`src/rtl/ddr_init_pkg.sv`:
```
package ddr_init_pkg;
  typedef enum logic [1:0] {PH_IDLE, PH_ISSUE, PH_WAIT, PH_DONE} phase_t;

  // {cs_n, ras_n, cas_n, we_n}
  typedef logic [3:0] cmd_t;
  localparam cmd_t CMD_NOP = 4'b0111;
  localparam cmd_t CMD_PRE = 4'b0010;
  localparam cmd_t CMD_REF = 4'b0001;
  localparam cmd_t CMD_MRS = 4'b0000;

  localparam int NUM_STEPS = 8;
  localparam int STEP_W    = $clog2(NUM_STEPS);
endpackage

```
`src/rtl/ddr_init_step_table.sv`:
```
module ddr_init_step_table
  import ddr_init_pkg::*;
#(
  parameter int ADDR_W     = 13,
  parameter int BA_W       = 2,
  parameter bit CL_HALF    = 1'b0,
  parameter int T_WAKE     = 4,
  parameter int T_PRE      = 2,
  parameter int T_MRD      = 2,
  parameter int T_MRS_LONG = 200,
  parameter int T_RFC      = 8,
  parameter int CNT_W      = 8
) (
  input  logic [STEP_W-1:0] step,
  output cmd_t              cmd,
  output logic [BA_W-1:0]   ba,
  output logic [ADDR_W-1:0] addr,
  output logic [CNT_W-1:0]  wait_len
);
  localparam logic [12:0] MR_DLL_RST = CL_HALF ? 13'h0162 : 13'h0132;
  localparam logic [12:0] MR_RUN     = CL_HALF ? 13'h0062 : 13'h0032;
  localparam logic [12:0] A10_ALL    = 13'h0400;

  always_comb begin
    cmd      = CMD_NOP;
    ba       = '0;
    addr     = '0;
    wait_len = CNT_W'(T_WAKE);
    unique case (step)
      3'd0: wait_len = CNT_W'(T_WAKE);
      3'd1, 3'd4: begin
        cmd      = CMD_PRE;
        addr     = ADDR_W'(A10_ALL);
        wait_len = CNT_W'(T_PRE);
      end
      3'd2: begin
        cmd      = CMD_MRS;
        ba       = BA_W'(1);
        wait_len = CNT_W'(T_MRD);
      end
      3'd3: begin
        cmd      = CMD_MRS;
        addr     = ADDR_W'(MR_DLL_RST);
        wait_len = CNT_W'(T_MRS_LONG);
      end
      3'd5, 3'd6: begin
        cmd      = CMD_REF;
        wait_len = CNT_W'(T_RFC);
      end
      default: begin
        cmd      = CMD_MRS;
        addr     = ADDR_W'(MR_RUN);
        wait_len = CNT_W'(T_MRS_LONG);
      end
    endcase
  end
endmodule

```
`src/rtl/ddr_init_timer.sv`:
```
module ddr_init_timer #(
  parameter int CNT_W = 8
) (
  input  logic             clk,
  input  logic             rst_n,
  input  logic             load,
  input  logic [CNT_W-1:0] load_val,
  output logic             expired
);
  logic [CNT_W-1:0] count;

  always_ff @(posedge clk or negedge rst_n) begin
    if (!rst_n)              count <= '0;
    else if (load)           count <= load_val;
    else if (count != '0)    count <= count - 1'b1;
  end

  assign expired = (count == '0);

  AST_TIMER_NO_WRAP: assert property (@(posedge clk) disable iff (!rst_n)
    (expired && !load) |=> expired);
  AST_TIMER_COUNTS_DOWN: assert property (@(posedge clk) disable iff (!rst_n)
    (!expired && !load) |=> (count == $past(count) - 1'b1));
endmodule

```
`src/rtl/ddr_init_seq.sv`:
```
module ddr_init_seq
  import ddr_init_pkg::*;
#(
  parameter int ADDR_W     = 13,
  parameter int BA_W       = 2,
  parameter bit CL_HALF    = 1'b0,
  parameter int T_WAKE     = 4,
  parameter int T_PRE      = 2,
  parameter int T_MRD      = 2,
  parameter int T_MRS_LONG = 200,
  parameter int T_RFC      = 8
) (
  input  logic              clk,
  input  logic              rst_n,
  input  logic              start,
  output logic              cke,
  output logic              cs_n,
  output logic              ras_n,
  output logic              cas_n,
  output logic              we_n,
  output logic [BA_W-1:0]   ba,
  output logic [ADDR_W-1:0] addr,
  output logic              done
);
  localparam int MAX_A    = (T_WAKE > T_PRE) ? T_WAKE : T_PRE;
  localparam int MAX_B    = (T_MRD > T_RFC) ? T_MRD : T_RFC;
  localparam int MAX_C    = (MAX_A > MAX_B) ? MAX_A : MAX_B;
  localparam int MAX_WAIT = (MAX_C > T_MRS_LONG) ? MAX_C : T_MRS_LONG;
  localparam int CNT_W    = $clog2(MAX_WAIT + 1);
  localparam logic [STEP_W-1:0] LAST_STEP = STEP_W'(NUM_STEPS - 1);

  phase_t              phase;
  logic [STEP_W-1:0]   step;
  cmd_t                tbl_cmd, cmd;
  logic [BA_W-1:0]     tbl_ba;
  logic [ADDR_W-1:0]   tbl_addr;
  logic [CNT_W-1:0]    tbl_wait;
  logic                wait_over;

  ddr_init_step_table #(
    .ADDR_W(ADDR_W), .BA_W(BA_W), .CL_HALF(CL_HALF),
    .T_WAKE(T_WAKE), .T_PRE(T_PRE), .T_MRD(T_MRD),
    .T_MRS_LONG(T_MRS_LONG), .T_RFC(T_RFC), .CNT_W(CNT_W)
  ) u_table (
    .step(step), .cmd(tbl_cmd), .ba(tbl_ba), .addr(tbl_addr), .wait_len(tbl_wait)
  );

  ddr_init_timer #(.CNT_W(CNT_W)) u_timer (
    .clk(clk), .rst_n(rst_n),
    .load(phase == PH_ISSUE),
    .load_val(tbl_wait - 1'b1),
    .expired(wait_over)
  );

  always_ff @(posedge clk or negedge rst_n) begin
    if (!rst_n) begin
      phase <= PH_IDLE;
      step  <= '0;
    end else begin
      unique case (phase)
        PH_IDLE:  if (start) begin
                    phase <= PH_ISSUE;
                    step  <= '0;
                  end
        PH_ISSUE: phase <= PH_WAIT;
        PH_WAIT:  if (wait_over) begin
                    if (step == LAST_STEP) phase <= PH_DONE;
                    else begin
                      phase <= PH_ISSUE;
                      step  <= step + 1'b1;
                    end
                  end
        default:  phase <= PH_DONE;
      endcase
    end
  end

  always_comb begin
    cmd  = (phase == PH_ISSUE) ? tbl_cmd : CMD_NOP;
    ba   = (phase == PH_ISSUE) ? tbl_ba : '0;
    addr = (phase == PH_ISSUE) ? tbl_addr : '0;
  end

  assign {cs_n, ras_n, cas_n, we_n} = cmd;
  assign cke  = (phase != PH_IDLE);
  assign done = (phase == PH_DONE);

  AST_CMD_SINGLE_CYCLE: assert property (@(posedge clk) disable iff (!rst_n)
    (cmd != CMD_NOP) |=> (cmd == CMD_NOP));
  AST_CKE_BEFORE_CMD: assert property (@(posedge clk) disable iff (!rst_n)
    (cmd != CMD_NOP) |-> cke);
  AST_IDLE_QUIET: assert property (@(posedge clk) disable iff (!rst_n)
    !cke |-> (cmd == CMD_NOP && !done && addr == '0 && ba == '0));
  AST_PRE_ALL_BANKS: assert property (@(posedge clk) disable iff (!rst_n)
    (cmd == CMD_PRE) |-> (addr[10] && ba == '0));
  AST_REF_ZERO_ADDR: assert property (@(posedge clk) disable iff (!rst_n)
    (cmd == CMD_REF) |-> (addr == '0 && ba == '0));
  AST_DONE_STICKY: assert property (@(posedge clk) disable iff (!rst_n)
    done |=> done);
  AST_DONE_QUIET: assert property (@(posedge clk) disable iff (!rst_n)
    done |-> (cke && cmd == CMD_NOP));
  AST_CKE_HOLD: assert property (@(posedge clk) disable iff (!rst_n)
    cke |=> cke);
endmodule

```
`config.mk`:
```
export PLATFORM = sky130hd
export DESIGN_NAME = ddr_init_seq
export DESIGN_NICKNAME = d
export VERILOG_FILES = /design/src/rtl/ddr_init_pkg.sv /design/src/rtl/ddr_init_step_table.sv /design/src/rtl/ddr_init_timer.sv /design/src/rtl/ddr_init_seq.sv
export SDC_FILE = /design/constraint.sdc
export NUM_CORES = 1
export LEC_CHECK = 0
export BUFFER_PORTS_ARGS = -buffer_cell sky130_fd_sc_hd__buf_2
export CAP_MARGIN = 20
export CORE_ASPECT_RATIO = 0.7
export CORE_MARGIN = 4
export CORE_UTILIZATION = 30
export CTS_CLUSTER_DIAMETER = 150
export DETAILED_ROUTE_END_ITERATION = 8
export HOLD_SLACK_MARGIN = 0.08
export PLACE_DENSITY = 0.53
export SYNTH_ARGS = -nofsm -noshare
export SYNTH_HDL_FRONTEND = slang
export SYNTH_SLANG_ARGS = --single-unit
```
`constraint.sdc`:
```
create_clock -name clk -period 2.03 [get_ports clk]
set_input_delay 0 -clock clk [delete_from_list [all_inputs] [get_ports clk]]
set_output_delay 0 -clock clk [all_outputs]
set_load 0.02 [all_outputs]
```
==> results of run 1 <==
## cell usage after synthesis
library cell	n
a21o_2	1
a21oi_1	6
a22oi_1	1
a2bb2oi_1	2
a31oi_1	2
a32oi_1	1
and2_1	2
and3_1	1
and3b_1	1
buf_4	13
clkbuf_1	3
conb_1	1
dfrtp_1	13
ha_1	7
inv_1	7
mux2i_1	1
nand2_1	14
nand2b_1	2
nand3_1	6
nand4bb_1	1
nor2_1	10
nor2b_1	1
nor3_1	4
nor3b_1	1
nor4_1	3
o211a_1	1
o211ai_1	1
o21ai_0	9
o21bai_1	2
o221ai_1	1
o311ai_2	2
or2_2	1
or2_4	1
or3_4	1
or4_4	2
or4b_1	1
xor2_1	1
## layout make-up
| cell class | instances | area (um^2) | area share, % |
|---|---|---|---|
| repair buffers | 41 | 280 | 20.1 |
| multi-input cells | 100 | 654 | 46.9 |
| inverters | 7 | 26.3 | 1.89 |
| flip-flops and latches | 13 | 328 | 23.5 |
| clock inverters | 1 | 5.00 | 0.359 |
| clock buffers | 3 | 41.3 | 2.96 |
| well taps | 47 | 58.8 | 4.22 |
## critical path, delay by kind of cell, from the launching register on
family,cells,cell delay (ns)
compound gates,1,0.22
fa+ha+maj,2,0.41
flops,1,0.44
simple gates,2,0.81
## logic make-up (layout without fill, tap and decap cells)
kind of cell / Yosys count / count (layout) / share of synthesized area (%)
and+or+nand+nor: 52 / 52 / 26.7
AOI/OAI and AO/OA: 29 / 29 / 19.3
buffers and inverters: 23 / 52 / 12.8
DFF: 13 / 13 / 30.8
adders and majority gates: 7 / 7 / 8.28
other: 1 / 10 / 0.355
xor gates and xnor gates: 1 / 1 / 0.829
muxes: 1 / 1 / 0.947
## routing by layer
metal	GRT usage (%)	up-vias	wire (um)
met5	0	-	0
met4	3.43	0	23
met3	4.04	3	206
met2	19.5	39	1180
met1	18.9	474	1370
li1	-	503	-
## per-stage QoR
step                       TNS [ns]  instance area [um^2]  hold slack (ns)  setup WS (ns)  power (W)
final                             0                  1390            0.166         0.0510   0.000527
after global routing        -0.0647                  1390            0.204        -0.0647   0.000553
after CTS                         0                  1370            0.170        0.00196   0.000538
after detailed placement    -0.0436                  1270          -0.0873        -0.0436   0.000288
after global placement    -0.000111                  1270          -0.0852      -0.000111   0.000288
after floorplan                   0                  1090           -0.296         0.0298   0.000295
## worst paths after layout
path | slack, ns | start | to
worst max-delay path | 0.05 | step[0] | step[2]
worst max register to register | 0.05 | step[0] | step[2]
max in group asynchronous | 1.61 | rst_n | step[0]
worst min-delay path | 0.17 | rst_n | phase[0]
worst min register to register | 0.54 | u_timer.count[4] | u_timer.count[4]
min in group clk | 0.54 | u_timer.count[4] | u_timer.count[4]
## repair_timing
action | in CTS | in global routing
hold buffers | 2 | 0
pin swaps | 3 | 3
gates resized for setup | 3 | 9
hold endpoints to repair | 14 | 0
endpoints found under the setup margin | 1 | 4
buffers inserted | 3 | 1
## state kept, by name (all words and copies together) (netlist names)
name and count:
phase 2, step 3, u_timer.count 8
## power groups by stage
stage          combinational [W]  clock, W  sequential, W
6_report               0.0000267  0.000242       0.000259
5_1_grt                0.0000297  0.000264       0.000259
4_1_cts                0.0000267  0.000253       0.000259
3_5_place_dp           0.0000238         0       0.000264
3_3_place_gp           0.0000239         0       0.000264
2_1_floorplan          0.0000311         0       0.000264
==> impl_metrics.tcl, run 1 <==
set metrics [dict create \
    status "finished, final reports clean" \
    post_drt_wl_per_cell_um 13.1 \
    vias 1019 \
    synth.top_cell.area_share_pct 30.8 \
    fin_util_pct 42.8 \
    numCtsBuffers 3 \
    vias_per_cell 4.81 \
    htree_num_levels 1 \
    cap_violations 0 \
    final_cell_mix "buf_4 (26), nand2_1 (14), buf_2 (13)" \
    cp.arrival_ns 2.13 \
    comb_power_share_pct 5.1 \
    seqPwrFrac_pct 49.1 \
    p_sw_share_pct 24.3 \
    fin_cells 212 \
    clkPwrFrac_pct 45.8 \
    power_switching_w 0.000128 \
    p_int_w 0.000399 \
    dr.pass1.iters 4 \
    power.density_nw_per_um2 378 \
    core_um2 3250 \
    grt_max_degree 14 \
    period_needed_ns 1.98 \
    io_buffer_count 13 \
    synth_seq_cells 13 \
    gp_congestion 0.825 \
    synth_area_leader_cell "dfrtp_1" \
    finalMaxSlewViolations 0 \
    max_clock_freq_ghz 0.505 \
    yosysSeqAreaShare_pct 30.8 \
    crit_type "register to register" \
    grt_pass1_vias 986 \
    gr-usage-all-layers_pct 13.3 \
    skew_ns 0.00597 \
    overflow 0 \
    dp.cells 202 \
    min_period_over_period_pct 97.5 \
    initial_core_util_pct 32.5 \
    crit_required_ns 2.18 \
    hold_class "primary input to async pin" \
    slowest_delay_ns 0.54 \
    antenna_found_initial 0 \
    wirelength_mm 2.78 \
    synthToLayoutAreaGrowth_pct 31.8 \
    antenna-diode-count 0 \
    syn_inst 127 \
    layout-drive-gt1-share_pct 37.6 \
    num_rows 17 \
    cts_sinks 13 \
    nets 176 \
    syn-mean-instance-area_um2 8.32 \
    drt-initial-drc-count 49 \
    crit_slowest_cell "or4_4" \
    dpl.hpwl_mm 2.14 \
    setup-violations-final 0 \
    netlist_area_um2 1060 \
    clk_latency_ns 0.25 \
    clockBufferDepth 2 \
    drc_errors 0 \
    final_common_cell "buf_4" \
    dieWidth_um 79.0 \
    antenna_left 0 \
    pin_count 24 \
    synth_area_leaders "dfrtp_1 (31%), buf_4 (9.2%), ha_1 (8.3%)" \
    ys_warn_count 0 \
    start_kind "register" \
    total_leakage_power_nw 0.656 \
    reg2reg_depth 5 \
    cts_tree "done" \
    rsz0062_at_grt "yes" \
    grt_pass1_wl_mm 4.77 \
    final.fill_count 344 \
    crit_path_cell_trace "ha_2 -> ha_1 -> or4_4 -> or2_4 -> o311ai_2" \
    ir_worst_vdd_mv 0.203 \
    cts_root_buf "clkbuf_8" \
    path_clk_slew_ns 0.06 \
    crit_fanout 6 \
    die_y_um 57.7 \
    fp.dieArea_um2 4550 \
    ys_types 37 \
    finalHoldViolCount 0 \
    endpoint_kind "register" \
]
Note: power is estimated with default switching activity, not from simulation.
==> run 2, diff against run 1 <==
--- a/config.mk
+++ b/config.mk
@@ -13,7 +13,7 @@
 export CTS_CLUSTER_DIAMETER = 150
 export DETAILED_ROUTE_END_ITERATION = 8
 export HOLD_SLACK_MARGIN = 0.08
-export PLACE_DENSITY = 0.53
+export PLACE_DENSITY = 0.51
 export SYNTH_ARGS = -nofsm -noshare
 export SYNTH_HDL_FRONTEND = slang
 export SYNTH_SLANG_ARGS = --single-unit
==> constraint.sdc (replaced) <==
create_clock -name clk -period 2.37 [get_ports clk]
set_input_delay 0 -clock clk [delete_from_list [all_inputs] [get_ports clk]]
set_output_delay 0 -clock clk [all_outputs]
set_load 0.02 [all_outputs]
==> run 2 against run 1 <==
  * Flip-flop and latch count unchanged
  * Cell count decreased by 8.5%
  * Register-to-register slack improved by 0.16 ns
  * Largest cell class unchanged
  * Sequential power decreased by 14%
  * Highest routed layer unchanged
==> impl_metrics.tcl, run 2 (same netlist as run 1, synthesis figures left out) <==
set metrics [dict create \
    clockBufferDepth 2 \
    gp_congestion 0.834 \
    rsz0062_at_grt "no" \
    antenna_found_initial 0 \
    post_drt_wl_per_cell_um 13.5 \
    antenna-diode-count 0 \
    synthToLayoutAreaGrowth_pct 17.3 \
    regMostFlops "u_timer.count" \
    drc_errors 0 \
    finalSetupTns_ns 0 \
    endpoint_kind "register" \
    drt-initial-drc-count 67 \
    r2r_slack_ns 0.21 \
    finalHoldViolCount 0 \
    crit_family "simple AND/OR/NAND/NOR gates" \
    top_regs "u_timer.count: 8 flops, step: 3 flops, phase: 2 flops" \
    min_period_over_period_pct 91.2 \
    ir_worst_vdd_mv 0.197 \
    antenna_left 0 \
    timing.rr.end "u_timer.count[6]" \
    clk_latency_ns 0.25 \
    dp.cells 187 \
    gr-usage-all-layers_pct 11.9 \
    dr.pass1.iters 4 \
    hold_class "primary input to async pin" \
    cts_sinks 13 \
    finalMaxSlewViolations 0 \
    setup-violations-final 0 \
    critPathMostFrequentCell "o21ai_0" \
    crit_path_cell_trace "inv_1 -> ha_1 -> nand2_1 -> o21ai_0 -> a22oi_1 -> ha_2 -> o221ai_1 -> or4b_1 -> o21ai_0" \
    path_clk_slew_ns 0.06 \
    reg2reg_depth 9 \
    critical_path_buf_inv_count 1 \
    layout-drive-gt1-share_pct 25.2 \
    final_cell_mix "nand2_1 (14), buf_2 (13), dfrtp_1 (11)" \
    largest_reg_flops 8 \
    pin_count 24 \
    crit_type "register to register" \
    power.density_nw_per_um2 362 \
    vias 961 \
    fp.dieArea_um2 4550 \
    wirelength_mm 2.61 \
    period_needed_ns 2.16 \
    htree_num_levels 1 \
    cts_root_buf "clkbuf_8" \
    cap_violations 0 \
    cp.arrival_ns 2.33 \
    initial_core_util_pct 32.5 \
    grt_max_degree 14 \
    final_common_cell "nand2_1" \
    grt_pass1_vias 835 \
    start_kind "register" \
    crit_fanout 6 \
    skew_ns 0.000577 \
    cts_tree "done" \
    nets 158 \
    overflow 0 \
    grt_pass1_wl_mm 4.24 \
    crit_required_ns 2.54 \
    numCtsBuffers 3 \
    fin_cells 194 \
    vias_per_cell 4.95 \
    totalPowerFinal_w 0.000449 \
    die_y_um 57.7 \
    num_rows 17 \
    hold_slack_ns 0.178 \
    core_um2 3250 \
    max_clock_freq_ghz 0.463 \
    placed_cell_area_um2 1160 \
    status "finished, final reports clean" \
    total_leakage_power_nw 0.581 \
    reg2reg_from "step[1]" \
    design_area_um2 1240 \
    slowest_delay_ns 0.50 \
    crit_slowest_cell "or4b_1" \
    io_buffer_count 13 \
    dieWidth_um 79.0 \
    dpl.hpwl_mm 2.01 \
]
-- run 2: cell count changes in the layout (fill, tap and decap cells not counted) --
cell      change
a22oi_1       +1
a22oi_2       -1
buf_4        -18
ha_1          +3
ha_2          -3
inv_1         +2
inv_2         -2
o21ai_0       +2
o21ai_1       -2
o221ai_1      +1
o221ai_2      -1
-- run 2: power by group --
| part | internal, W | total, W | switching (W) |
|---|---|---|---|
| logic | 0.00000344 | 0.0000231 | 0.0000197 |
| registers | 0.000222 | 0.000222 | 0 |
| clock network | 0.000116 | 0.000204 | 0.0000878 |
| total | 0.000342 | 0.000449 | 0.000108 |
-- run 2: per-stage QoR --
| stage | util, % | setup WS (ns) |
|---|---|---|
| 6_report | 38.1 | 0.209 |
| 3_3_place_gp | 35.6 | 0.191 |
| 4_1_cts | 37.6 | 0.0872 |
| 3_5_place_dp | 35.6 | 0.107 |
| 5_1_grt | 38.1 | 0.0184 |
| 2_1_floorplan | - | 0.319 |
-- run 2: cell type report --
type	instances	area [um^2]
Clock buffer	3	41.3
Clock inverter	1	5.00
Fill cell	346	2010
Inverter	7	26.3
Multi-Input combinational cell	100	636
Sequential cell	13	328
Tap cell	47	58.8
Timing Repair Buffer	23	145
-- run 2: timing repair --
item | CTS | global route
hold endpoints to repair | 14 | 0
buffers inserted | 0 | 1
setup endpoints to repair | 0 | 1
hold buffers | 2 | 0
gates resized for setup | 0 | 4
-- run 2: how the worst max path moves through the flow --
stage            start               end  depth (start not counted)
5_1_grt        step[1]  u_timer.count[6]                          9
2_1_floorplan  step[0]  u_timer.count[6]                          9
6_report       step[1]  u_timer.count[6]                          9
3_5_place_dp   step[0]  u_timer.count[6]                          9
4_1_cts        step[0]  u_timer.count[6]                          9
3_3_place_gp   step[0]           step[2]                          5
-- run 2: routing by layer --
metal / global-route usage [%] / up-vias / share of wire, %
li1: - / 468 / -
met1: 17.5 / 458 / 50
met2: 17.0 / 31 / 43
met3: 3.88 / 4 / 6.1
met4: 2.21 / 0 / 1.0
met5: 0 / - / 0
==> run 3, diff against run 2 <==
--- a/config.mk
+++ b/config.mk
@@ -6,14 +6,14 @@
 export NUM_CORES = 1
 export LEC_CHECK = 0
 export BUFFER_PORTS_ARGS = -buffer_cell sky130_fd_sc_hd__buf_2
-export CAP_MARGIN = 20
+export CAP_MARGIN = 30
 export CORE_ASPECT_RATIO = 0.7
 export CORE_MARGIN = 4
 export CORE_UTILIZATION = 30
 export CTS_CLUSTER_DIAMETER = 150
 export DETAILED_ROUTE_END_ITERATION = 8
 export HOLD_SLACK_MARGIN = 0.08
-export PLACE_DENSITY = 0.51
+export PLACE_DENSITY_LB_ADDON = 0.25
 export SYNTH_ARGS = -nofsm -noshare
 export SYNTH_HDL_FRONTEND = slang
 export SYNTH_SLANG_ARGS = --single-unit
==> run 3 against run 2 <==
  * Global-route usage is 0.47 points lower
  * Count of clock-buffer cells in the layout stayed put
  * Worst setup slack worse by 0.039 ns
  * Sequential power hardly changed
  * Critical endpoint unchanged
==> impl_metrics.tcl, run 3 (same netlist as run 1, synthesis figures left out) <==
set metrics [dict create \
    cp-startpoint "step[0]" \
    crit_type "register to register" \
    start_kind "register" \
    register_area_um2 328 \
    crit_end "u_timer.count[6]" \
    hold_class "primary input to async pin" \
    antenna_found_initial 0 \
    core_um2 3250 \
    max_clock_freq_ghz 0.455 \
    top_regs "u_timer.count: 8 flops, step: 3 flops, phase: 2 flops" \
    status "finished, final reports clean" \
    cap_violations 0 \
    endpoint_kind "register" \
    numCtsBuffers 3 \
    grt_pass1_vias 865 \
    overflow 0 \
    final_common_cell "nand2_1" \
    fp.dieArea_um2 4550 \
    dpl.hpwl_mm 1.91 \
    grt_max_degree 14 \
    clk_latency_ns 0.24 \
    multi_input_area_um2 636 \
    vias_per_cell 4.82 \
    crit_fanout 7 \
    dr.pass1.iters 4 \
    num_rows 17 \
    wirelength_mm 2.47 \
    relSlewSlack_pct 64.5 \
    crit_required_ns 2.53 \
    cts_tree "done" \
    clockBufferDepth 2 \
    largest_reg_flops 8 \
    pin_count 24 \
    timing.rr.end "u_timer.count[6]" \
    gr-usage-all-layers_pct 11.4 \
    worst_pin_slew_ns 0.532 \
    skew_ns 0.00152 \
    gp_congestion 0.852 \
    io_buffer_count 13 \
    reg2reg_depth 9 \
    cp.arrival_ns 2.36 \
    initial_core_util_pct 32.5 \
    nets 158 \
    drt-initial-drc-count 57 \
    total_leakage_power_nw 0.575 \
    finalHoldViolCount 0 \
    period_needed_ns 2.20 \
    layout-drive-gt1-share_pct 25.2 \
    path_clk_slew_ns 0.06 \
    cts_root_buf "clkbuf_8" \
    htree_num_levels 1 \
    power.density_nw_per_um2 359 \
    antenna_left 0 \
    synthToLayoutAreaGrowth_pct 17.3 \
    ir_worst_vdd_mv 0.233 \
    min_period_over_period_pct 92.8 \
    regMostFlops "u_timer.count" \
    setup-violations-final 0 \
    r2r_slack_ns 0.17 \
    drc_errors 0 \
    cts_sinks 13 \
    reg2reg_from "step[0]" \
    rsz0062_at_grt "no" \
    vias 935 \
    grt_pass1_wl_mm 4.08 \
    final.fill_count 336 \
    antenna-diode-count 0 \
    post_drt_wl_per_cell_um 12.8 \
    finalMaxSlewViolations 0 \
    finalSetupTns_ns 0 \
    final_cell_mix "nand2_1 (14), buf_2 (13), dfrtp_1 (11)" \
    totalPowerFinal_w 0.000445 \
    dieWidth_um 79.0 \
    die_y_um 57.7 \
]
[run 3: cell counts in the layout (fill, tap and decap cells not counted)]
Identical to the previous run, type by type.
[run 3: worst min path at each step]
stage                     slack (ns)  depth (start not counted)  start  endpoint
after CTS                       0.20                          2  rst_n  phase[0]
after global routing            0.24                          2  rst_n  phase[0]
after detailed placement       -0.08                          1  rst_n  phase[0]
after global placement         -0.09                          1  rst_n  phase[0]
after floorplan                -0.30                          0  rst_n  phase[0]
final                           0.18                          2  rst_n  phase[0]
[run 3: through the flow]
step	std cells	hold slack [ns]	cell area (um^2)	worst slack (ns)	util, %
floorplan	136	-0.296	1090	0.319	-
global placement	186	-0.0884	1150	0.199	35.4
detailed placement	186	-0.0799	1150	0.0810	35.4
CTS	192	0.197	1220	0.0124	37.4
global route	194	0.240	1240	0.00618	38.1
finish	194	0.179	1240	0.171	38.1
[run 3: cell type report]
cell class / instances / share of cell area [%]
clock inverter: 1 / 0.404
multi-input combinational: 100 / 51.3
clock buffer: 3 / 3.33
sequential: 13 / 26.4
timing repair buffer: 23 / 11.7
tap: 47 / 4.74
inverter: 7 / 2.12
[run 3: power by group]
part           switching, W   total, W  internal, W
clock             0.0000842   0.000200     0.000116
combinational     0.0000195  0.0000229   0.00000343
sequential                0   0.000222     0.000222
total              0.000104   0.000445     0.000342
[run 3: repair_timing]
item                       CTS  global route
gates resized for setup      0             4
hold endpoints to repair    14             0
hold buffers                 2             0
setup endpoints to repair    0             1
setup buffers                0             2
[run 3: critical path, stage by stage, from the launching register on]
cell      delay, ns
dfrtp_2        0.42
inv_1          0.08
ha_1           0.24
nor2_1         0.14
o21ai_0        0.09
a22oi_1        0.18
ha_2           0.24
o221ai_1       0.16
or4b_1         0.49
o21ai_0        0.08
[run 3: metal layers]
| layer | GRT usage, % | vias to the layer above | share of wire (%) |
|---|---|---|---|
| met5 | 0 | - | 0 |
| met4 | 1.47 | 0 | 0 |
| met3 | 3.88 | 0 | 8.2 |
| met2 | 17.0 | 27 | 43 |
| met1 | 16.4 | 441 | 49 |
| li1 | - | 467 | - |
